**src/rtl/bcdclk_pkg.sv**
```systemverilog
package bcdclk_pkg;
  localparam int BYTE_W = 8;
  localparam int NIB_W  = 4;
  localparam int NF     = 7;   // chained two-digit fields

  // chain order (carry flows upward)
  localparam int FI_SEC  = 0;
  localparam int FI_MIN  = 1;
  localparam int FI_HR   = 2;
  localparam int FI_DATE = 3;
  localparam int FI_MON  = 4;
  localparam int FI_YR   = 5;
  localparam int FI_CEN  = 6;

  localparam logic [3:0] OFF_FLAGS = 4'h0;
  localparam logic [3:0] OFF_CEN   = 4'h8;
  localparam logic [3:0] OFF_YR    = 4'h9;
  localparam logic [3:0] OFF_MON   = 4'hA;
  localparam logic [3:0] OFF_DATE  = 4'hB;
  localparam logic [3:0] OFF_DOW   = 4'hC;
  localparam logic [3:0] OFF_HR    = 4'hD;
  localparam logic [3:0] OFF_MIN   = 4'hE;
  localparam logic [3:0] OFF_SEC   = 4'hF;

  localparam int FLAG_FRZ = 0;
  localparam int FLAG_WEN = 1;

  typedef struct packed {
    logic [BYTE_W-1:0] cen;
    logic [BYTE_W-1:0] yr;
    logic [BYTE_W-1:0] mon;
    logic [BYTE_W-1:0] date;
    logic [NIB_W-1:0]  dow;
    logic [BYTE_W-1:0] hr;
    logic [BYTE_W-1:0] min;
    logic [BYTE_W-1:0] sec;
  } bcd_time_t;

  localparam bcd_time_t TIME_RST = '{cen: 8'h20, yr: 8'h00, mon: 8'h01,
                                     date: 8'h01, dow: 4'h1, hr: 8'h00,
                                     min: 8'h00, sec: 8'h00};

  function automatic logic [BYTE_W-1:0] field_lo(input int idx);
    return (idx == FI_DATE || idx == FI_MON) ? 8'h01 : 8'h00;
  endfunction

  function automatic logic [BYTE_W-1:0] field_hi(input int idx);
    case (idx)
      FI_SEC, FI_MIN: return 8'h59;
      FI_HR:          return 8'h23;
      FI_DATE:        return 8'h31;
      FI_MON:         return 8'h12;
      default:        return 8'h99;
    endcase
  endfunction
endpackage

```
**src/rtl/bcdclk_field.sv**
```systemverilog
module bcdclk_field
  import bcdclk_pkg::*;
(
  input  logic              en,
  input  logic [BYTE_W-1:0] val,
  input  logic [BYTE_W-1:0] lo_lim,
  input  logic [BYTE_W-1:0] hi_lim,
  output logic [BYTE_W-1:0] nxt,
  output logic              carry
);
  logic [NIB_W-1:0] lo_nib;
  logic [NIB_W-1:0] hi_nib;

  assign lo_nib = val[NIB_W-1:0];
  assign hi_nib = val[BYTE_W-1:NIB_W];

  always_comb begin
    nxt   = val;
    carry = 1'b0;
    if (en) begin
      if (val == hi_lim) begin
        nxt   = lo_lim;
        carry = 1'b1;
      end else if (lo_nib == 4'h9 || lo_nib == 4'hF) begin
        nxt = {hi_nib + 4'd1, 4'h0};
      end else begin
        nxt = {hi_nib, lo_nib + 4'd1};
      end
    end
  end
endmodule

```
**src/rtl/bcdclk_month_len.sv**
```systemverilog
module bcdclk_month_len
  import bcdclk_pkg::*;
(
  input  logic [BYTE_W-1:0] mon,
  input  logic [BYTE_W-1:0] yr,
  input  logic [BYTE_W-1:0] cen,
  output logic [BYTE_W-1:0] last_day
);
  logic [1:0] yr_m4;
  logic [1:0] cen_m4;
  logic       leap;
  logic       unused_cen;

  // value mod 4 of a BCD byte: (2*tens + units) mod 4
  assign yr_m4  = yr[1:0]  + {yr[4], 1'b0};
  assign cen_m4 = cen[1:0] + {cen[4], 1'b0};
  assign leap   = (yr == 8'h00) ? (cen_m4 == 2'd0) : (yr_m4 == 2'd0);
  assign unused_cen = ^{cen[7:5], cen[3:2]};

  always_comb begin
    case (mon)
      8'h02:                      last_day = leap ? 8'h29 : 8'h28;
      8'h04, 8'h06, 8'h09, 8'h11: last_day = 8'h30;
      default:                    last_day = 8'h31;
    endcase
  end
endmodule

```
**src/rtl/bcdclk_chain.sv**
```systemverilog
module bcdclk_chain
  import bcdclk_pkg::*;
(
  input  bcd_time_t cur,
  input  logic      tick,
  output bcd_time_t nxt
);
  logic [BYTE_W-1:0] f_cur [NF];
  logic [BYTE_W-1:0] f_nxt [NF];
  logic [NF:0]       f_en;
  logic [BYTE_W-1:0] month_last;
  logic              unused_wrap;

  assign f_cur[FI_SEC]  = cur.sec;
  assign f_cur[FI_MIN]  = cur.min;
  assign f_cur[FI_HR]   = cur.hr;
  assign f_cur[FI_DATE] = cur.date;
  assign f_cur[FI_MON]  = cur.mon;
  assign f_cur[FI_YR]   = cur.yr;
  assign f_cur[FI_CEN]  = cur.cen;
  assign f_en[0]        = tick;
  assign unused_wrap    = f_en[NF];

  // length of the current (not yet advanced) month
  bcdclk_month_len u_len (
    .mon      (cur.mon),
    .yr       (cur.yr),
    .cen      (cur.cen),
    .last_day (month_last)
  );

  for (genvar i = 0; i < NF; i++) begin : g_fld
    localparam logic [BYTE_W-1:0] LO = field_lo(i);
    localparam logic [BYTE_W-1:0] HI = field_hi(i);
    logic [BYTE_W-1:0] hi_lim;
    if (i == FI_DATE) begin : g_dyn
      assign hi_lim = month_last;
    end else begin : g_fix
      assign hi_lim = HI;
    end
    bcdclk_field u_fld (
      .en     (f_en[i]),
      .val    (f_cur[i]),
      .lo_lim (LO),
      .hi_lim (hi_lim),
      .nxt    (f_nxt[i]),
      .carry  (f_en[i+1])
    );
  end

  always_comb begin
    nxt      = cur;
    nxt.sec  = f_nxt[FI_SEC];
    nxt.min  = f_nxt[FI_MIN];
    nxt.hr   = f_nxt[FI_HR];
    nxt.date = f_nxt[FI_DATE];
    nxt.mon  = f_nxt[FI_MON];
    nxt.yr   = f_nxt[FI_YR];
    nxt.cen  = f_nxt[FI_CEN];
    if (f_en[FI_HR+1]) begin
      nxt.dow = (cur.dow == 4'h7) ? 4'h1 : cur.dow + 4'h1;
    end
  end
endmodule

```
**src/rtl/bcd_cal_clock.sv**
```systemverilog
module bcd_cal_clock
  import bcdclk_pkg::*;
#(
  parameter int AW = 15
) (
  input  logic              clk,
  input  logic              rst_n,
  input  logic              tick_1hz,
  input  logic              bus_en,
  input  logic              bus_we,
  input  logic [AW-1:0]     bus_addr,
  input  logic [BYTE_W-1:0] bus_wdata,
  output logic [BYTE_W-1:0] bus_rdata
);
  localparam int OFF_W = 4;

  logic [1:0]        rst_pipe;
  logic              rst_n_s;
  logic              hit;
  logic [OFF_W-1:0]  off;
  logic              acc_wr;
  logic              flags_wr;
  logic              time_wr;
  logic              frz_q, frz_d;
  logic              wen_q, wen_d;
  logic              wen_fall;
  logic              cnt_en;
  bcd_time_t         cnt_q, cnt_d, chain_nxt;
  bcd_time_t         ureg_q, ureg_d, ureg_w;
  logic [BYTE_W-1:0] rd_val;

  // reset: asserted at once, released on the clock
  always_ff @(posedge clk or negedge rst_n) begin
    if (!rst_n) rst_pipe <= 2'b00;
    else        rst_pipe <= {rst_pipe[0], 1'b1};
  end
  assign rst_n_s = rst_pipe[1];

  assign hit      = &bus_addr[AW-1:OFF_W];
  assign off      = bus_addr[OFF_W-1:0];
  assign acc_wr   = bus_en && bus_we && hit;
  assign flags_wr = acc_wr && (off == OFF_FLAGS);
  assign time_wr  = acc_wr && off[OFF_W-1] && wen_q;

  bcdclk_chain u_chain (
    .cur  (cnt_q),
    .tick (tick_1hz),
    .nxt  (chain_nxt)
  );

  // next state
  always_comb begin
    frz_d    = flags_wr ? bus_wdata[FLAG_FRZ] : frz_q;
    wen_d    = flags_wr ? bus_wdata[FLAG_WEN] : wen_q;
    wen_fall = wen_q && !wen_d;
    cnt_en   = wen_fall || tick_1hz;
    cnt_d    = wen_fall ? ureg_q : chain_nxt;
  end

  always_comb begin
    ureg_w = ureg_q;
    if (time_wr) begin
      case (off)
        OFF_CEN:  ureg_w.cen  = bus_wdata;
        OFF_YR:   ureg_w.yr   = bus_wdata;
        OFF_MON:  ureg_w.mon  = bus_wdata;
        OFF_DATE: ureg_w.date = bus_wdata;
        OFF_DOW:  ureg_w.dow  = bus_wdata[NIB_W-1:0];
        OFF_HR:   ureg_w.hr   = bus_wdata;
        OFF_MIN:  ureg_w.min  = bus_wdata;
        OFF_SEC:  ureg_w.sec  = bus_wdata;
        default: ;
      endcase
    end
    ureg_d = (!frz_d && !wen_d) ? cnt_d : ureg_w;
  end

  // registers
  always_ff @(posedge clk or negedge rst_n_s) begin
    if (!rst_n_s) begin
      frz_q <= 1'b0;
      wen_q <= 1'b0;
    end else if (flags_wr) begin
      frz_q <= frz_d;
      wen_q <= wen_d;
    end
  end

  always_ff @(posedge clk or negedge rst_n_s) begin
    if (!rst_n_s)    cnt_q <= TIME_RST;
    else if (cnt_en) cnt_q <= cnt_d;
  end

  always_ff @(posedge clk or negedge rst_n_s) begin
    if (!rst_n_s) ureg_q <= TIME_RST;
    else          ureg_q <= ureg_d;
  end

  // read path
  always_comb begin
    rd_val = '0;
    case (off)
      OFF_FLAGS: begin
        rd_val[FLAG_FRZ] = frz_q;
        rd_val[FLAG_WEN] = wen_q;
      end
      OFF_CEN:  rd_val = ureg_q.cen;
      OFF_YR:   rd_val = ureg_q.yr;
      OFF_MON:  rd_val = ureg_q.mon;
      OFF_DATE: rd_val = ureg_q.date;
      OFF_DOW:  rd_val = {4'h0, ureg_q.dow};
      OFF_HR:   rd_val = ureg_q.hr;
      OFF_MIN:  rd_val = ureg_q.min;
      OFF_SEC:  rd_val = ureg_q.sec;
      default: ;
    endcase
  end

  assign bus_rdata = (bus_en && !bus_we && hit) ? rd_val : '0;
endmodule

```
**config.mk**
```make
export PLATFORM = sky130hd
export DESIGN_NAME = bcd_cal_clock
export DESIGN_NICKNAME = d
export VERILOG_FILES = /design/src/rtl/bcdclk_pkg.sv /design/src/rtl/bcdclk_field.sv /design/src/rtl/bcdclk_month_len.sv /design/src/rtl/bcdclk_chain.sv /design/src/rtl/bcd_cal_clock.sv
export SDC_FILE = /design/constraint.sdc
export NUM_CORES = 1
export LEC_CHECK = 0
export BUFFER_PORTS_ARGS = -buffer_cell sky130_fd_sc_hd__buf_2
export CAP_MARGIN = 20
export CELL_PAD_IN_SITES_DETAIL_PLACEMENT = 1
export CELL_PAD_IN_SITES_GLOBAL_PLACEMENT = 1
export CORE_ASPECT_RATIO = 0.7
export CORE_MARGIN = 3
export CORE_UTILIZATION = 45
export DETAILED_ROUTE_END_ITERATION = 12
export HOLD_SLACK_MARGIN = 0.06
export PLACE_DENSITY = 0.8
export RECOVER_POWER = 25
export SETUP_SLACK_MARGIN = 0.05
export SYNTH_ARGS = -nofsm -noshare
export SYNTH_HDL_FRONTEND = slang
export SYNTH_HIERARCHICAL = 1
export SYNTH_SLANG_ARGS = --single-unit
```
**constraint.sdc**
```tcl
create_clock -name clk -period 3.9 [get_ports clk]
set_input_delay 0.78 -clock clk [delete_from_list [all_inputs] [get_ports clk]]
set_output_delay 0.78 -clock clk [all_outputs]
set_load 0.05 [all_outputs]
```
======== Word-level counts from Yosys, hierarchy flattened ========
Cells that the tools add are included.
storage, ports and cells
  flip-flop bits (word level) ............. 124
  input bits .............................. 28
  output and inout bits ................... 8
  logic and storage cells ................. 168
cells by class
  $add $sub $neg .......................... 17
  eq/ne operators ......................... 35
  muxes and demuxes ....................... 54
  reduce and logical (&&, ||, !) cells .... 43
operators by type and width
  operator                                       count
  2-to-1 mux 8 bit                               29
  2-to-1 mux 60 bit                              3
  == test 4 bit, second input constant           22
  adder 4 x 1 -> 4 bit, second input constant    15
  case mux 6 bit (8 select lines)                1
  case mux 2 bit (9 select lines)                1
  nonzero test 2 bit                             9
  == test 8 x 3 -> 1 bit, second input constant  2
  == test 8 x 5 -> 1 bit, second input constant  2
  == test 8 x 7 -> 1 bit, second input constant  2
  == test 8 bit, second input constant           2
  2-to-1 mux 1 bit                               16
  AND reduction 2 bit                            8
  2-to-1 mux 4 bit                               3
  AND reduction 11 bit                           1
  case mux 5 bit (2 select lines)                1
  logical AND 1 bit                              9
  == test 8 x 2 -> 1 bit, second input constant  1
  == test 8 x 4 -> 1 bit, second input constant  1
  == test 8 x 6 -> 1 bit                         1
  == test 8 x 6 -> 1 bit, second input constant  1
  logical NOT 8 bit                              1
  logical OR 1 bit                               8
  adder 2 bit                                    2
  other kinds (5)                                8

======== Depth between registers and ports, before layout ========
Gate-level depths: netlist of run 1.
  word-level depth ........................ 13
  mapped depth ............................ 28
  mapped depth without buffers ............ 20

======== By module ========
Netlist of run 1, hierarchy kept.
modules (own cells, without submodules)
  module            instances  cells each  area each (um^2)  seq. area each (um^2)
  bcd_cal_clock     1          599         6482.5            3113.0
  bcdclk_field      7          76          543.0             0.0
  bcdclk_month_len  1          22          152.6             0.0
  bcdclk_chain      1          13          88.8              0.0

======== Least setup slack after synthesis of run 1 ========
No wires, ideal clock.
  path type ............................... reg2reg
  start ................................... reg cnt_q[2] in the netlist's numbering
  end ..................................... reg ureg_q[56] in the netlist's numbering
  arrival ................................. 4180 ps
  data required time ...................... 3835 ps
  slack ................................... -345 ps
  stages on the path, launching flop included .. 29
  path buffers ............................ 8
  cell sequence ........................... dfrtp_1 buf_6 xnor2_1 and4_1 buf_6 nand2_1 nor2_1 buf_4 inv_1 nor2_1 buf_4 inv_1 nor2_1 buf_4 inv_1 nor2_1 buf_4 inv_1 nor2_1 buf_4 inv_1 nor2_1 buf_4 inv_1 or4_1 a22oi_1 a311o_1 a21o_1 o221a_2
RTL lines
  item                    RTL line             RTL
  from (decl)             bcd_cal_clock.sv:28  bcd_time_t cnt_q, cnt_d, chain_nxt;
  from (signal assigned)  bcd_cal_clock.sv:91  else if (cnt_en) cnt_q <= cnt_d;
  to (signal assigned)    bcd_cal_clock.sv:96  else ureg_q <= ureg_d;
  to (decl)               bcd_cal_clock.sv:29  bcd_time_t ureg_q, ureg_d, ureg_w;

==> impl_metrics.csv, run 1 <==
group,metric,value,unit
status,status,"finished, violations left",
status,violations,"capacitance limit, slew limit",
job,cap_viol_max_count,1,
cts,clockBufferDepth,2,
route,drt_iter0_drc,884,
power_and_ir_drop,power.density,403,nW/um^2
route,vias,10100,
critical_path,crit_arrival,4.03,ns
cts,postCtsHoldBufs,0,
cells_and_area,final_core_util,52.5,%
cts,cts_sinks,124,
sta,period_needed,3.66,ns
sta,finClkSkew,0.00710,ns
global_routing,grt_overflow,0,
sta,worstMarginPinSlew,2.28,ns
power_and_ir_drop,p_leak,5.04,nW
cts,tritoncts,"yes",
route,drc,0,
cells_and_area,final_cell_mix,"dfrtp_1, conb_1, nor2_1",
place,dp_hpwl,25100,microns
sta,fmax,0.273,GHz
sta,timing.final.ws_setup,0.236,ns
sta,setup_violations,0,
power_and_ir_drop,sw_frac_of_total,34.9,%
power_and_ir_drop,pwr-share-clk,34.2,%
power_and_ir_drop,power.net_switching,1.68,mW
cts,cts_root_buffer,"clkbuf_16",
power_and_ir_drop,combPwrFrac,30.5,%
place,place_ws,-0.310,ns
worst_hold_path,hold_class,"primary input to asynchronous set/reset pin",
cts,clkLatencyLatePin,0.43,ns
floorplan,ios,36,
place,routabilityCongestion,0.924,
cells_and_area,fin_nets,1331,
floorplan,initial_utilization,46.2,%
route,wl_per_cell,22.1,microns
route,wl,35500,microns
global_routing,grt_first_pass_wirelength,56700,microns
cells_and_area,layoutNonFillerInstCount,1608,
place,placed_area,11200,sq um
floorplan,die_w,189,microns
power_and_ir_drop,p_seq_share,35.3,%
synthesis,synth_cells,1165,
critical_path,path_max_fanout,6,
cts,clk_pin_slew,0.06,ns
critical_path,end_kind,"register",
power_and_ir_drop,internal-power,3.14,mW
sta,slew_headroom,-51.7,%
route,detail-route-antenna-nets,0,
floorplan,die_h,134,microns
global_routing,grt_pass1_vias,10000,
floorplan,die-area,25300,sq um
critical_path,worst_ep_required_time,4.26,ns
route,first_pass_iters,5,
floorplan,coreArea,22800,sq um
place,place_inst,1568,
synthesis,synth_area,10500,sq um
cts,htree_num_levels,4,
synthesis,yosys_warnings,6,
floorplan,rows,46,
cells_and_area,drive_gt1_share,19.5,%
cells_and_area,layout_commonest_cell,"dfrtp_1",
global_routing,grt_max_degree,121,
synthesis,synth_area_per_cell,9.03,sq um
cells_and_area,syn2layout_area_growth,13.8,%
global_routing,grtUsageTotal,28.0,%
cells_and_area,stdcell_area,12000,sq um
global_routing,antenna_found_initial,3,
sta,final-max-slew-violation-count,56,
sta,rsz0062_at_grt,"no",
sta,finalHoldViolations,0,
cts,cts_buffers,17,
critical_path,critPathKind,"register to register",
sta,min_period_over_period,93.9,%
power_and_ir_drop,vdd_ir_drop_max,405,uV
place,io_buffer_count,35,
power_and_ir_drop,p_total,4.82,mW
critical_path,startpoint_type,"register",
route,drt-vias-per-instance,6.25,
==> sequential cells by signal, summed over array words and instances, names as in the netlist <==
name	count
wen_q	1
rst_pipe	2
frz_q	1
cnt_q	60
ureg_q	60
==> per-layer routing <==
layer	track usage, %	up-vias	share of wire, %
met1	41.4	5122	47
met4	6.99	0	1.4
met5	0	-	0
li1	-	4567	-
met2	43.0	326	45
met3	4.44	43	6.9
==> power groups by stage <==
stage / Clock (mW) / Combinational, mW / Sequential [mW]
floorplan: 0 / 1.11 / 1.62
finish: 1.65 / 1.47 / 1.70
CTS: 1.66 / 1.42 / 1.69
global route: 1.72 / 1.60 / 1.72
global placement: 0 / 1.36 / 1.69
detailed placement: 0 / 1.39 / 1.70
==> worst paths after layout <==
path,startpoint,end,slack [ns],cells after the start
setup / recovery,cnt_q[45],ureg_q[56],0.24,19
hold / removal,rst_n,rst_pipe[0],0.13,1
setup reg to reg,cnt_q[45],ureg_q[56],0.24,19
hold reg to reg,rst_pipe[0],rst_pipe[1],0.35,0
max in group asynchronous,rst_pipe[1],cnt_q[5],0.80,1
min in group clk,rst_pipe[0],rst_pipe[1],0.35,0
==> through the flow <==
stage          setup TNS (ns)  hold WS (ns)
3_5_place_dp            -1.17         0.340
3_3_place_gp           -0.173         0.336
6_report                    0         0.131
4_1_cts                     0         0.121
2_1_floorplan               0         0.331
5_1_grt                     0         0.127
==> worst max-delay path, cell delays in order (launching register included) <==
cell	delay [ns]
dfrtp_1	0.40
buf_4	0.18
xor2_1	0.16
nor2_1	0.17
nand2_1	0.09
a22oi_2	0.33
xnor2_2	0.18
and4_4	0.26
nand2_4	0.08
nor2_4	0.12
inv_2	0.07
nor2_2	0.15
inv_2	0.08
nor2_4	0.12
inv_1	0.09
or4_4	0.54
a22oi_2	0.14
a311o_1	0.16
a21o_1	0.10
o221a_2	0.17
==> final cells by class <==
cell class | instances | area, sq um
inverters | 38 | 143
flip-flops and latches | 124 | 3120
well taps | 312 | 390
clock inverters | 11 | 144
multi-input cells | 1010 | 7100
fillers | 2710 | 10800
diodes | 3 | 7.51
repair buffers | 90 | 609
clock buffers | 20 | 457
==> what timing repair did <==
item | CTS | global route
pin swaps | 1 | 6
resized for setup | 8 | 13
setup endpoints to repair | 16 | 16
setup buffers | 0 | 5
No activity file was read; power rests on OpenSTA's default activity.
==> inputs of run 2 (changes only) <==
CORE_MARGIN = default   (was 3)
==> run 2 against run 1 <==
  * The flow still finishes with violations (capacitance limit, slew limit)
  * Non-clock buffer count is 6 lower
  * Sequential share of layout area increased by 0.14 points
  * Sequential power hardly changed
  * Critical path depth increased by 1
  * Final cell count decreased by 0.50%
  * Global-route usage is 2.3 points higher
  * Wire length is 0.44% higher
  * Combinational power is 3% lower
  * Total power decreased by 0.71%
  * Register-to-register slack about the same
  * Utilization fell by 0.26 points
  * Critical endpoint is now cnt_q[56]
  * Highest routed layer unchanged
==> impl_metrics.csv, run 2 (same netlist as run 1, synthesis figures left out) <==
group,metric,value,unit
floorplan,ios,36,
cells_and_area,num_antenna_cells,0,
sta,finClkSkew,0.0113,ns
sta,worstMarginPinSlew,2.68,ns
status,violations,"capacitance limit, slew limit",
place,io_buffer_count,35,
cts,cts_sinks,124,
sta,min_period_over_period,93.8,%
sta,rsz0062_at_grt,"no",
route,drt_iter0_drc,972,
cells_and_area,final_cell_mix,"dfrtp_1, conb_1, nor2_1",
cts,clockBufferDepth,2,
floorplan,die_h,130,microns
cts,clk_pin_slew,0.06,ns
critical_path,worst_ep_required_time,4.25,ns
critical_path,end_kind,"register",
route,vias,10100,
global_routing,grt_pass1_vias,9850,
sta,fin_tns_setup,0,ns
route,wl_per_cell,22.3,microns
floorplan,die_w,185,microns
sta,final-max-slew-violation-count,62,
cells_and_area,top_regs,"cnt_q (60), ureg_q (60), rst_pipe (2)",
power_and_ir_drop,vdd_ir_drop_max,341,uV
floorplan,rows,46,
route,top_layer_used,"met4",
global_routing,grt_max_degree,63,
place,dp_hpwl,25400,microns
cells_and_area,syn2layout_area_growth,13.2,%
sta,period_needed,3.66,ns
critical_path,path_max_fanout,6,
route,first_pass_iters,5,
global_routing,grt_first_pass_wirelength,56000,microns
global_routing,antenna_found_initial,0,
floorplan,coreArea,22800,sq um
global_routing,grtUsageTotal,30.3,%
job,cap_viol_max_count,1,
route,detail-route-antenna-nets,0,
critical_path,critPathKind,"register to register",
cts,cts_root_buffer,"clkbuf_16",
critical_path,crit_arrival,4.01,ns
cells_and_area,fin_nets,1325,
sta,fmax,0.273,GHz
power_and_ir_drop,power.density,402,nW/um^2
route,drt-vias-per-instance,6.32,
floorplan,die-area,24000,sq um
route,wl,35600,microns
sta,finalHoldViolations,0,
route,wl_met2,15900,microns
route,wl_met3,2500,microns
route,drc,0,
cts,tritoncts,"yes",
power_and_ir_drop,p_leak,5.00,nW
cells_and_area,layout_commonest_cell,"dfrtp_1",
route,m1WireLength,16800,microns
cts,cts_buffers,17,
cts,postCtsHoldBufs,0,
cts,clkLatencyLatePin,0.43,ns
global_routing,grt_overflow,0,
place,place_ws,-0.221,ns
floorplan,initial_utilization,46.2,%
sta,timing.final.ws_setup,0.240,ns
sta,slew_headroom,-78.6,%
cts,htree_num_levels,4,
place,routabilityCongestion,0.892,
status,status,"finished, violations left",
sta,setup_violations,0,
cells_and_area,drive_gt1_share,19.0,%
critical_path,startpoint_type,"register",
worst_hold_path,hold_class,"primary input to asynchronous set/reset pin",
run 2: routing by layer:
metal	up-vias	global-route usage, %
met5	-	0
met2	399	46.5
li1	4545	-
met3	43	5.19
met4	0	6.47
met1	5129	44.5
run 2: layout make-up:
class / instances / area [sq um]
sequential: 124 / 3120
clock buffer: 24 / 482
clock inverter: 8 / 118
fill: 2717 / 10900
timing repair buffer: 84 / 557
inverter: 38 / 143
tap: 312 / 390
multi-input combinational: 1010 / 7100
run 2: through the flow:
stage / std cells / util (%) / total power, mW / instance area [sq um] / hold slack (ns)
global placement: 1566 / 49.2 / 3.02 / 11200 / 0.343
global route: 1600 / 52.3 / 4.99 / 11900 / 0.127
detailed placement: 1566 / 49.2 / 3.07 / 11200 / 0.341
floorplan: 1270 / - / 2.73 / 10900 / 0.331
finish: 1600 / 52.3 / 4.79 / 11900 / 0.126
CTS: 1598 / 51.9 / 4.75 / 11800 / 0.113
run 2: worst paths after layout:
path                                     to  slack, ns  depth (start not counted)         from
worst min-delay path            rst_pipe[1]       0.13                          1        rst_n
worst min register to register  rst_pipe[1]       0.36                          0  rst_pipe[0]
worst max-delay path              cnt_q[56]       0.24                         20     cnt_q[5]
max in group asynchronous         cnt_q[54]       1.21                          0  rst_pipe[1]
worst max register to register    cnt_q[56]       0.24                         20     cnt_q[5]
min in group clk                rst_pipe[1]       0.36                          0  rst_pipe[0]
run 2: what timing repair did:
item	4_1_cts	5_1_grt
setup buffers	0	2
gates resized for setup	6	16
pin swaps	0	3
setup endpoints to repair	17	17
endpoints found under the hold margin	0	0
run 2: critical path, cell delays in order, from the launching register on:
cell,delay (ns)
dfrtp_2,0.45
xnor2_2,0.17
and4_4,0.29
nand2_2,0.11
nor2_4,0.14
inv_2,0.10
nor2_4,0.13
inv_2,0.10
nor2_4,0.15
inv_2,0.11
nor2_4,0.16
inv_2,0.08
nor2_2,0.15
inv_2,0.10
nor2_4,0.14
inv_1,0.10
or4_1,0.53
a22oi_1,0.16
a311o_1,0.17
mux2i_1,0.08
a21oi_1,0.16
run 2: power breakdown:
| part | switching, mW | internal (mW) | total (mW) |
|---|---|---|---|
| Combinational | 0.782 | 0.634 | 1.42 |
| Clock | 0.607 | 1.05 | 1.66 |
| Sequential | 0.257 | 1.45 | 1.71 |
==> inputs of run 3 (changes only) <==
--- a/constraint.sdc
+++ b/constraint.sdc
@@ -3,2 +3,2 @@
 set_output_delay 0.78 -clock clk [all_outputs]
-set_load 0.05 [all_outputs]
+set_load 0.005 [all_outputs]
==> run 3 against run 2 <==
  * The flow still finishes with violations (capacitance limit, slew limit)
  * Combinational power hardly changed
  * Die area stayed put
  * Maximum frequency is 2.1% higher
  * Global-route usage is 0.24 points higher
  * Register-to-register slack better by 0.07 ns
  * Highest routed layer unchanged
==> impl_metrics.csv, run 3 (same netlist as run 1, synthesis figures left out) <==
group,metric,value,unit
cells_and_area,syn2layout_area_growth,13.5,%
cts,htree_num_levels,4,
cells_and_area,drive_gt1_share,19.2,%
place,dp_hpwl,25300,microns
critical_path,end_kind,"register",
critical_path,ff2ff_setup_slack,0.31,ns
critical_path,cp_slowest_cell,"or4_1",
critical_path,path_common_cell,"nor2_2",
cts,clockBufferDepth,2,
sta,rsz0062_at_grt,"no",
cts,clkLatencyLatePin,0.43,ns
route,vias,9983,
place,routabilityCongestion,0.886,
floorplan,rows,46,
status,status,"finished, violations left",
sta,setup_violations,0,
critical_path,r2r-start,"cnt_q[45]",
cts,tritoncts,"yes",
critical_path,worstRegToRegCells,19,
cells_and_area,fill_cells,2731,
global_routing,grt_pass1_vias,9940,
critical_path,crit_arrival,3.94,ns
sta,period_needed,3.59,ns
sta,final-max-slew-violation-count,62,
global_routing,grt_overflow,0,
route,wl,35600,microns
status,violations,"capacitance limit, slew limit",
route,detail-route-antenna-nets,0,
critical_path,r2r_end,"cnt_q[56]",
cells_and_area,fin_nets,1323,
floorplan,die-area,24000,sq um
cells_and_area,final_cell_mix,"dfrtp_1, conb_1, nor2_1",
sta,worstMarginPinSlew,2.71,ns
cells_and_area,final_core_util,52.4,%
route,drt_iter0_drc,967,
cells_and_area,multiInputGateArea,7100,sq um
critical_path,worst_ep_required_time,4.25,ns
global_routing,grtUsageTotal,30.5,%
floorplan,die_h,130,microns
cts,clk_pin_slew,0.06,ns
floorplan,coreArea,22800,sq um
cts,postCtsHoldBufs,0,
route,wl_per_cell,22.3,microns
critical_path,crit_chain,"buf_4, xor2_1, nor2_2, nand2_1, a22oi_2, xnor2_1, and4_1, nand2_2, nor2_4, inv_2, nor2_2, inv_2, nor2_2, inv_1, or4_1, a22oi_1, a311o_1, mux2i_1, a21oi_1",
power_and_ir_drop,power.density,415,nW/um^2
floorplan,die_w,185,microns
cells_and_area,top_regs,"cnt_q (60), ureg_q (60), rst_pipe (2)",
critical_path,startpoint_type,"register",
power_and_ir_drop,vdd_ir_drop_max,338,uV
global_routing,antenna_found_initial,0,
job,cap_viol_max_count,1,
sta,min_period_over_period,91.9,%
cts,cts_buffers,17,
critical_path,critPathKind,"register to register",
route,drc,0,
cells_and_area,seq_area,3120,sq um
global_routing,grt_first_pass_wirelength,56200,microns
power_and_ir_drop,p_leak,5.01,nW
place,io_buffer_count,35,
sta,finalHoldViolations,0,
floorplan,ios,36,
route,drt-vias-per-instance,6.25,
route,first_pass_iters,5,
global_routing,grt_max_degree,73,
cells_and_area,layout_commonest_cell,"dfrtp_1",
floorplan,initial_utilization,46.2,%
cells_and_area,num_antenna_cells,0,
power_and_ir_drop,p_total,4.96,mW
sta,fmax,0.279,GHz
worst_hold_path,hold_class,"primary input to asynchronous set/reset pin",
critical_path,cp_slowest_stage_delay,0.52,ns
sta,finClkSkew,0.00643,ns
cts,cts_root_buffer,"clkbuf_16",
sta,slew_headroom,-80.8,%
cts,cts_sinks,124,
critical_path,path_max_fanout,6,
-- run 3: cell count changes in the layout (fill, tap and decap cells not counted), sizes merged --
cell,previous run,this run
clkinvlp,1,2
buf,83,81
clkbuf,25,22
bufinv,3,5
-- run 3: area by class of cell --
cell class,instances,share of cell area [%]
tap,312,3.27
sequential,124,26.1
inverter,38,1.19
multi-input combinational,1010,59.4
timing repair buffer,82,4.53
clock inverter,11,1.58
clock buffer,21,3.94
-- run 3: worst max-delay path by stage --
stage	to	slack, ns	cells past startpoint	from
floorplan	ureg_q[56]	0.06	28	cnt_q[2]
global placement	ureg_q[56]	0.11	20	cnt_q[5]
detailed placement	cnt_q[56]	-0.08	20	cnt_q[5]
CTS	cnt_q[56]	0.08	17	cnt_q[42]
global route	cnt_q[56]	0.04	19	cnt_q[45]
finish	cnt_q[56]	0.31	19	cnt_q[45]
-- run 3: critical path: cells and delay by family, from the launching register on --
family | cells | cell delay [ns]
AND/OR/NAND/NOR | 8 | 1.54
multiplexers | 1 | 0.08
XOR/XNOR | 2 | 0.33
flip-flops | 1 | 0.41
buffers and inverters | 4 | 0.44
AO/OA/AOI/OAI | 4 | 0.72
-- run 3: stage by stage --
step           hold WS, ns  cell area (sq um)  TNS [ns]  setup slack [ns]  cells
6_report             0.125              11900         0             0.315   1598
5_1_grt              0.127              11900         0            0.0382   1598
4_1_cts              0.114              11900         0            0.0849   1596
3_5_place_dp         0.341              11200    -0.151           -0.0844   1563
3_3_place_gp         0.344              11200         0             0.114   1563
2_1_floorplan        0.331              10900         0            0.0634   1270
-- run 3: layer usage --
metal  track usage [%]  part of all wire (%)
met1              43.3                    46
met2              47.2                    45
met4              8.36                   1.9
met5                 0                     0
met3              6.17                   7.1
-- run 3: report_power, final --
group	total, mW	internal [mW]	switching, mW
Clock	1.80	1.18	0.619
Sequential	1.71	1.45	0.259
Combinational	1.44	0.637	0.807
Total	4.96	3.27	1.68
-- run 3: what timing repair did --
action,in CTS,in global routing
endpoints found under the hold margin,0,0
setup endpoints to repair,11,15
pin swaps,1,4
buffers inserted,1,2
resized for setup,5,17
